[src/rtl/vsd_pkg.sv]
package vsd_pkg;

  localparam int WORD_W   = 32;
  localparam int SEL_W    = 2;
  localparam int OSEL_W   = 3;
  localparam int LDA_W    = 6;
  localparam int LDB_W    = 5;
  localparam int REQ_W    = 6;
  localparam int MODE_W   = 2;
  localparam int MUX_W    = 2;
  localparam int MADDR_W  = 10;
  localparam int CADDR_W  = 4;

  localparam logic [SEL_W-1:0] SEL_CONST = '0;

  typedef enum logic [1:0] {
    WAIT_CFG   = 2'd0,
    WAIT_MEM   = 2'd1,
    WAIT_CONST = 2'd2
  } seq_state_e;

  typedef struct packed {
    logic [SEL_W-1:0]  sel_a;
    logic [SEL_W-1:0]  sel_b;
    logic [OSEL_W-1:0] osel_1;
    logic [OSEL_W-1:0] osel_2;
    logic [LDA_W-1:0]  ld_a;
    logic [LDB_W-1:0]  ld_b;
    logic [REQ_W-1:0]  req;
    logic [MODE_W-1:0] mode;
    logic              mem_req;
    logic              end_prog;
    logic              start;
  } cfg_word_t;

  typedef struct packed {
    logic [MUX_W-1:0]   mux_a;
    logic [MADDR_W-1:0] addr_a;
    logic               en_a;
    logic               we_a;
    logic [MUX_W-1:0]   mux_b;
    logic [MADDR_W-1:0] addr_b;
    logic               en_b;
    logic               we_b;
  } mem_word_t;

  typedef struct packed {
    logic [CADDR_W-1:0] caddr_a;
    logic [CADDR_W-1:0] caddr_b;
  } const_word_t;

  localparam int MEM_PAD_W   = WORD_W - $bits(mem_word_t);
  localparam int CONST_PAD_W = WORD_W - $bits(const_word_t);

  function automatic mem_word_t unpack_mem(input logic [WORD_W-1:0] w);
    return mem_word_t'(w[WORD_W-1:MEM_PAD_W]);
  endfunction

  function automatic const_word_t unpack_const(input logic [WORD_W-1:0] w);
    return const_word_t'(w[WORD_W-1:CONST_PAD_W]);
  endfunction

endpackage

[src/rtl/vsd_seq_ctrl.sv]
module vsd_seq_ctrl
  import vsd_pkg::*;
(
  input  logic clk,
  input  logic rst_n,
  input  logic accept,
  input  logic cfg_mem_req,
  input  logic cfg_const_req,
  output logic is_cfg,
  output logic is_mem,
  output logic is_const,
  output logic seq_last
);

  seq_state_e state_q, state_d;
  logic       need_const_q, need_const_d;

  assign is_cfg   = (state_q == WAIT_CFG);
  assign is_mem   = (state_q == WAIT_MEM);
  assign is_const = (state_q == WAIT_CONST);

  always_comb begin
    state_d      = state_q;
    need_const_d = need_const_q;
    seq_last     = 1'b0;
    if (accept) begin
      unique case (state_q)
        WAIT_CFG: begin
          need_const_d = cfg_const_req;
          if (cfg_mem_req)        state_d = WAIT_MEM;
          else if (cfg_const_req) state_d = WAIT_CONST;
          else                    seq_last = 1'b1;
        end
        WAIT_MEM: begin
          if (need_const_q) state_d = WAIT_CONST;
          else begin
            state_d  = WAIT_CFG;
            seq_last = 1'b1;
          end
        end
        WAIT_CONST: begin
          state_d  = WAIT_CFG;
          seq_last = 1'b1;
        end
        default: state_d = WAIT_CFG;
      endcase
    end
  end

  always_ff @(posedge clk or negedge rst_n) begin
    if (!rst_n) begin
      state_q      <= WAIT_CFG;
      need_const_q <= 1'b0;
    end else if (accept) begin
      state_q      <= state_d;
      need_const_q <= need_const_d;
    end
  end

endmodule

[src/rtl/vsd_field_bank.sv]
module vsd_field_bank
  import vsd_pkg::*;
(
  input  logic              clk,
  input  logic              rst_n,
  input  logic              ld_cfg,
  input  logic              ld_mem,
  input  logic              ld_const,
  input  logic [WORD_W-1:0] word,
  output cfg_word_t         cfg_q,
  output mem_word_t         mem_q,
  output const_word_t       cst_q
);

  cfg_word_t   cfg_d;
  mem_word_t   mem_d;
  const_word_t cst_d;
  logic        mem_en, cst_en;

  assign mem_en = ld_cfg | ld_mem;
  assign cst_en = ld_cfg | ld_const;

  always_comb begin
    cfg_d = cfg_word_t'(word);
    mem_d = ld_cfg ? '0 : unpack_mem(word);
    cst_d = ld_cfg ? '0 : unpack_const(word);
  end

  always_ff @(posedge clk or negedge rst_n) begin
    if (!rst_n) begin
      cfg_q <= '0;
      mem_q <= '0;
      cst_q <= '0;
    end else begin
      if (ld_cfg) cfg_q <= cfg_d;
      if (mem_en) mem_q <= mem_d;
      if (cst_en) cst_q <= cst_d;
    end
  end

endmodule

[src/rtl/vsd_pulse_gen.sv]
module vsd_pulse_gen (
  input  logic clk,
  input  logic rst_n,
  input  logic fire,
  input  logic from_word,
  input  logic word_start,
  input  logic word_end,
  input  logic held_start,
  input  logic held_end,
  output logic xfer_start,
  output logic prog_done
);

  logic start_d, done_d;

  always_comb begin
    start_d = 1'b0;
    done_d  = 1'b0;
    if (fire) begin
      start_d = from_word ? word_start : held_start;
      done_d  = from_word ? word_end   : held_end;
    end
  end

  always_ff @(posedge clk or negedge rst_n) begin
    if (!rst_n) begin
      xfer_start <= 1'b0;
      prog_done  <= 1'b0;
    end else begin
      xfer_start <= start_d;
      prog_done  <= done_d;
    end
  end

endmodule

[src/rtl/vliw_seq_decoder.sv]
module vliw_seq_decoder
  import vsd_pkg::*;
(
  input  logic                clk,
  input  logic                rst_n,
  input  logic                in_valid,
  input  logic [WORD_W-1:0]   in_word,
  output logic                in_ready,
  output logic [SEL_W-1:0]    alu_sel_a,
  output logic [SEL_W-1:0]    alu_sel_b,
  output logic [OSEL_W-1:0]   out_sel_1,
  output logic [OSEL_W-1:0]   out_sel_2,
  output logic [LDA_W-1:0]    load_a,
  output logic [LDB_W-1:0]    load_b,
  output logic [REQ_W-1:0]    res_req,
  output logic [MODE_W-1:0]   addsub_mode,
  output logic [MUX_W-1:0]    mem_a_mux,
  output logic [MADDR_W-1:0]  mem_a_addr,
  output logic                mem_a_en,
  output logic                mem_a_we,
  output logic [MUX_W-1:0]    mem_b_mux,
  output logic [MADDR_W-1:0]  mem_b_addr,
  output logic                mem_b_en,
  output logic                mem_b_we,
  output logic [CADDR_W-1:0]  const_addr_a,
  output logic [CADDR_W-1:0]  const_addr_b,
  output logic                xfer_start,
  output logic                prog_done
);

  logic        accept;
  logic        is_cfg, is_mem, is_const, seq_last;
  cfg_word_t   cur_cfg;
  cfg_word_t   cfg_q;
  mem_word_t   mem_q;
  const_word_t cst_q;
  logic        cur_const_req;

  // Single-cycle decode: never stalls the source.
  assign in_ready      = 1'b1;
  assign accept        = in_valid & in_ready;
  assign cur_cfg       = cfg_word_t'(in_word);
  assign cur_const_req = (cur_cfg.sel_a == SEL_CONST) | (cur_cfg.sel_b == SEL_CONST);

  vsd_seq_ctrl u_ctrl (
    .clk           (clk),
    .rst_n         (rst_n),
    .accept        (accept),
    .cfg_mem_req   (cur_cfg.mem_req),
    .cfg_const_req (cur_const_req),
    .is_cfg        (is_cfg),
    .is_mem        (is_mem),
    .is_const      (is_const),
    .seq_last      (seq_last)
  );

  vsd_field_bank u_bank (
    .clk      (clk),
    .rst_n    (rst_n),
    .ld_cfg   (accept & is_cfg),
    .ld_mem   (accept & is_mem),
    .ld_const (accept & is_const),
    .word     (in_word),
    .cfg_q    (cfg_q),
    .mem_q    (mem_q),
    .cst_q    (cst_q)
  );

  vsd_pulse_gen u_pulse (
    .clk        (clk),
    .rst_n      (rst_n),
    .fire       (seq_last),
    .from_word  (is_cfg),
    .word_start (cur_cfg.start),
    .word_end   (cur_cfg.end_prog),
    .held_start (cfg_q.start),
    .held_end   (cfg_q.end_prog),
    .xfer_start (xfer_start),
    .prog_done  (prog_done)
  );

  assign alu_sel_a    = cfg_q.sel_a;
  assign alu_sel_b    = cfg_q.sel_b;
  assign out_sel_1    = cfg_q.osel_1;
  assign out_sel_2    = cfg_q.osel_2;
  assign load_a       = cfg_q.ld_a;
  assign load_b       = cfg_q.ld_b;
  assign res_req      = cfg_q.req;
  assign addsub_mode  = cfg_q.mode;
  assign mem_a_mux    = mem_q.mux_a;
  assign mem_a_addr   = mem_q.addr_a;
  assign mem_a_en     = mem_q.en_a;
  assign mem_a_we     = mem_q.we_a;
  assign mem_b_mux    = mem_q.mux_b;
  assign mem_b_addr   = mem_q.addr_b;
  assign mem_b_en     = mem_q.en_b;
  assign mem_b_we     = mem_q.we_b;
  assign const_addr_a = cst_q.caddr_a;
  assign const_addr_b = cst_q.caddr_b;

endmodule

[config.mk]
export PLATFORM = sky130hd
export DESIGN_NAME = vliw_seq_decoder
export DESIGN_NICKNAME = d
export VERILOG_FILES = /design/src/rtl/vsd_pkg.sv /design/src/rtl/vsd_seq_ctrl.sv /design/src/rtl/vsd_field_bank.sv /design/src/rtl/vsd_pulse_gen.sv /design/src/rtl/vliw_seq_decoder.sv
export SDC_FILE = /design/constraint.sdc
export NUM_CORES = 1
export LEC_CHECK = 0
export CORE_MARGIN = 3
export CORE_UTILIZATION = 48
export CTS_CLUSTER_SIZE = 25
export DETAILED_ROUTE_END_ITERATION = 12
export HOLD_SLACK_MARGIN = 0.15
export PLACE_DENSITY = 0.83
export SETUP_SLACK_MARGIN = 0.15
export SYNTH_ARGS = -nofsm -noshare
export SYNTH_HDL_FRONTEND = slang
export SYNTH_SLANG_ARGS = --single-unit
export TNS_END_PERCENT = 5
[constraint.sdc]
create_clock -name clk -period 2.15 [get_ports clk]
set_clock_uncertainty 0.05 [all_clocks]
set_input_delay 0.5375 -clock clk [delete_from_list [all_inputs] [get_ports clk]]
set_output_delay 0.5375 -clock clk [all_outputs]
set_load 0.03 [all_outputs]
==> impl_metrics.json, run 1 <==
{
  "yosysTopAreaCellShare": 0.606,
  "crit_path_start_kind": "register",
  "num_rows": 28,
  "port_buffers": 101,
  "finalHoldViolations": 0,
  "ir_drop_worst_vdd_mv": 0.610,
  "numClockSinks": 72,
  "cpLargestDelayFamily": "buffers and inverters",
  "hold_path.class": "input pin to async pin",
  "synth_async_sr_flop_share": 1.00,
  "synthesis.nets": 287,
  "insertion_delay_ps": 330,
  "most_used_standard_cell_by_instance_count_after_synthesis": "sky130_fd_sc_hd__nand2_1",
  "timing.final.crit_share": 0.919,
  "post_cts_buffers": 0,
  "die_width_um": 84.7,
  "numCtsBuffers": 9,
  "layout-area-overhead-vs-synth_pct": 42.7,
  "drt_pre_antenna_iters": 4,
  "synth_simple_gate_area_share": 0.117,
  "synth_largest_area_cell": "sky130_fd_sc_hd__dfrtp_1",
  "die_height_um": 84.7,
  "timing.critical_path.required_ps": 1560,
  "cpMaxStageDelayCell": "sky130_fd_sc_hd__clkdlybuf4s50_1",
  "finalWirelength_um": 6520,
  "detailedRoute.firstIterationViolations": 92,
  "hpwl_after_detailed_placement_um": 4530,
  "drv.max_cap_violation_count": 0,
  "drive_gt1_frac": 0.164,
  "io_pins": 103,
  "synthAdderAreaFrac": 0,
  "fillers": 446,
  "vias": 2167,
  "grt_antenna_before_repair": 0,
  "holdBufCountCts": 0,
  "synthesis.area_per_instance_um2": 11.8,
  "setup-violations-final": 0,
  "postPlaceCellArea_um2": 4070,
  "cts-root-to-sink-buffers": 2,
  "synth_top_family_by_area": "multiplexers",
  "syn_inst": 252,
  "total_leakage_power_nw": 1.85,
  "leading_register_cell_type_out_of_synthesis": "sky130_fd_sc_hd__dfrtp_1",
  "grt-ovfl-total": 0,
  "detail_route.vias_per_cell": 4.98,
  "yosysSeqAreaShare": 0.606,
  "cts_tree": "yes",
  "endpoint_kind": "output port",
  "clkTransAtPathRegs_ps": 80,
  "routabilityCongestion": 0.748,
  "drc": 0,
  "nets": 390,
  "timing_worst_setup_path_type": "register to output port",
  "yosysUniqueCellTypes": 21,
  "yosys_warnings": 0,
  "cts-root-buf": "sky130_fd_sc_hd__clkbuf_8",
  "timing.critical_path.arrival_ps": 1390,
  "rsz0062_at_grt": "true",
  "fin_setup_tns_ps": 0,
  "start_util": 0.499,
  "synth-xor-area-share": 0,
  "p_per_area_nw_per_um2": 1160,
  "htree_levels": 3,
  "wire_length_of_the_first_global_routing_pass_um": 10800,
  "buffer_and_inverter_count_on_the_worst_path": 1,
  "wire_per_inst_um": 15.0,
  "num_antenna_cells": 0,
  "core-area_um2": 5960,
  "cp_slowest_stage_delay_ps": 680,
  "finalInstanceArea_um2": 4240,
  "cp_cell_sequence": "clkdlybuf4s50_1",
  "grt_util_all_layers": 0.190,
  "timing.final.max_slew_violations": 0,
  "yosys-top-cells-area": "sky130_fd_sc_hd__dfrtp_1 61%, sky130_fd_sc_hd__mux2_4 15%, sky130_fd_sc_hd__nand2_1 9.3%, sky130_fd_sc_hd__o21ai_1 6.4%, sky130_fd_sc_hd__buf_6 1.5%",
  "grt_pass1_vias": 2188,
  "run_status": "complete, no violations",
  "synth-seq-cells": 72,
  "synthMuxAreaShare": 0.159,
  "finalCriticalPeriod_ps": 1980,
  "synth_edf_count": 0,
  "crit_path_max_fanout": 2,
  "floorplan.die_area_um2": 7170,
  "postRouteAntennaNets": 0,
  "netlist_area_um2": 2970,
  "grt_max_degree": 73,
  "max_freq_ghz": 0.506,
  "area_fraction_in_compound_gates_after_synthesis": 0.0787,
  "most_frequent_cells_after_synthesis": "74 x sky130_fd_sc_hd__nand2_1, 72 x sky130_fd_sc_hd__dfrtp_1, 38 x sky130_fd_sc_hd__o21ai_1",
  "cts_resized": 0
}
metal layers:
layer	part of all wire	global-route usage	vias up
li1	-	-	1041
met1	0.46	0.261	1049
met2	0.46	0.292	68
met3	0.062	0.0422	9
met4	0.018	0.0820	0
met5	0	0	-
final cells by class:
type	count	area, um2	area share
Tap cell	75	93.8	0.0221
Clock buffer	9	124	0.0292
Multi-Input combinational cell	162	1060	0.250
Sequential cell	72	1800	0.425
Timing Repair Buffer	110	1110	0.263
Clock inverter	7	46.3	0.0109
placed cells by master, fill, tap and decap left out:
master / n
sky130_fd_sc_hd__dlymetal6s2s_1: 1
sky130_fd_sc_hd__buf_12: 3
sky130_fd_sc_hd__buf_2: 1
sky130_fd_sc_hd__buf_4: 6
sky130_fd_sc_hd__o21ai_1: 38
sky130_fd_sc_hd__and2_4: 1
sky130_fd_sc_hd__nand2b_2: 1
sky130_fd_sc_hd__nand2_1: 74
sky130_fd_sc_hd__nor2_2: 1
sky130_fd_sc_hd__nand3b_1: 1
sky130_fd_sc_hd__o22ai_1: 1
sky130_fd_sc_hd__mux2_4: 30
sky130_fd_sc_hd__mux2_1: 2
sky130_fd_sc_hd__o311a_1: 1
sky130_fd_sc_hd__a21oi_1: 2
sky130_fd_sc_hd__o21ai_0: 2
sky130_fd_sc_hd__conb_1: 1
sky130_fd_sc_hd__clkinv_2: 3
sky130_fd_sc_hd__inv_6: 1
sky130_fd_sc_hd__clkinvlp_4: 3
sky130_fd_sc_hd__clkbuf_8: 9
sky130_fd_sc_hd__clkdlybuf4s50_1: 99
sky130_fd_sc_hd__nand4bb_1: 1
sky130_fd_sc_hd__nand2b_1: 4
sky130_fd_sc_hd__nor2_1: 1
sky130_fd_sc_hd__dfrtp_1: 72
sky130_fd_sc_hd__a22oi_1: 1
power by group:
part / leakage (nW) / switching (mW) / internal [mW]
registers: 0.913 / 0.196 / 1.69
logic: 0.855 / 1.12 / 0.995
clock network: 0.0814 / 0.511 / 0.416
registers in the layout (all words and copies together), names as in the netlist:
signal,cells
u_bank.cfg_q,31
u_bank.cst_q,8
u_bank.mem_q,28
u_ctrl.need_const_q,1
u_ctrl.state_q,2
u_pulse.prog_done,1
u_pulse.xfer_start,1
per-stage QoR:
stage | power, mW | util | hold WS (ps) | setup WS, ps | std cells
floorplan | 3.16 | - | 192 | 674 | 252
global placement | 4.00 | 0.683 | 417 | 262 | 419
detailed placement | 4.04 | 0.683 | 425 | 243 | 419
CTS | 4.97 | 0.711 | 177 | 157 | 435
global route | 5.16 | 0.712 | 186 | 126 | 435
finish | 4.93 | 0.712 | 157 | 174 | 435
worst register-to-register path, cell delays in order (launching register included):
cell	delay [ps]
sky130_fd_sc_hd__dfrtp_1	390
sky130_fd_sc_hd__nor2_2	180
sky130_fd_sc_hd__and2_4	190
sky130_fd_sc_hd__buf_4	220
sky130_fd_sc_hd__mux2_4	320
path summary, 6_finish.rpt:
kind | from | end | slack, ps | cells after the start
worst max-delay path | u_bank.cfg_q[25] | out_sel_1[0] | 170 | 1
worst min-delay path | rst_n | u_bank.cst_q[3] | 160 | 2
worst max register to register | u_ctrl.state_q[1] | u_bank.cfg_q[1] | 690 | 4
worst min register to register | u_bank.mem_q[23] | u_bank.mem_q[23] | 440 | 2
max in group asynchronous | rst_n | u_bank.cfg_q[21] | 1580 | 2
min in group clk | u_bank.mem_q[23] | u_bank.mem_q[23] | 440 | 2
cells by family (layout without fill, tap and decap cells):
family	after synthesis	after routing
flops	72	72
mux	32	32
other cells	1	1
simple gates	84	84
buf+inv	18	126
compound gates	45	45
Power figures use the tool's default switching activity.
==> inputs of run 2 (changes only) <==
--- a/config.mk
+++ b/config.mk
@@ -9,6 +9,7 @@
 export CORE_UTILIZATION = 48
 export CTS_CLUSTER_SIZE = 25
 export DETAILED_ROUTE_END_ITERATION = 12
+export GPL_ROUTABILITY_DRIVEN = 1
 export HOLD_SLACK_MARGIN = 0.15
 export PLACE_DENSITY = 0.83
 export SETUP_SLACK_MARGIN = 0.15
==> results of run 2 <==
Final layout, timing and power as in run 1 (identical DEF).
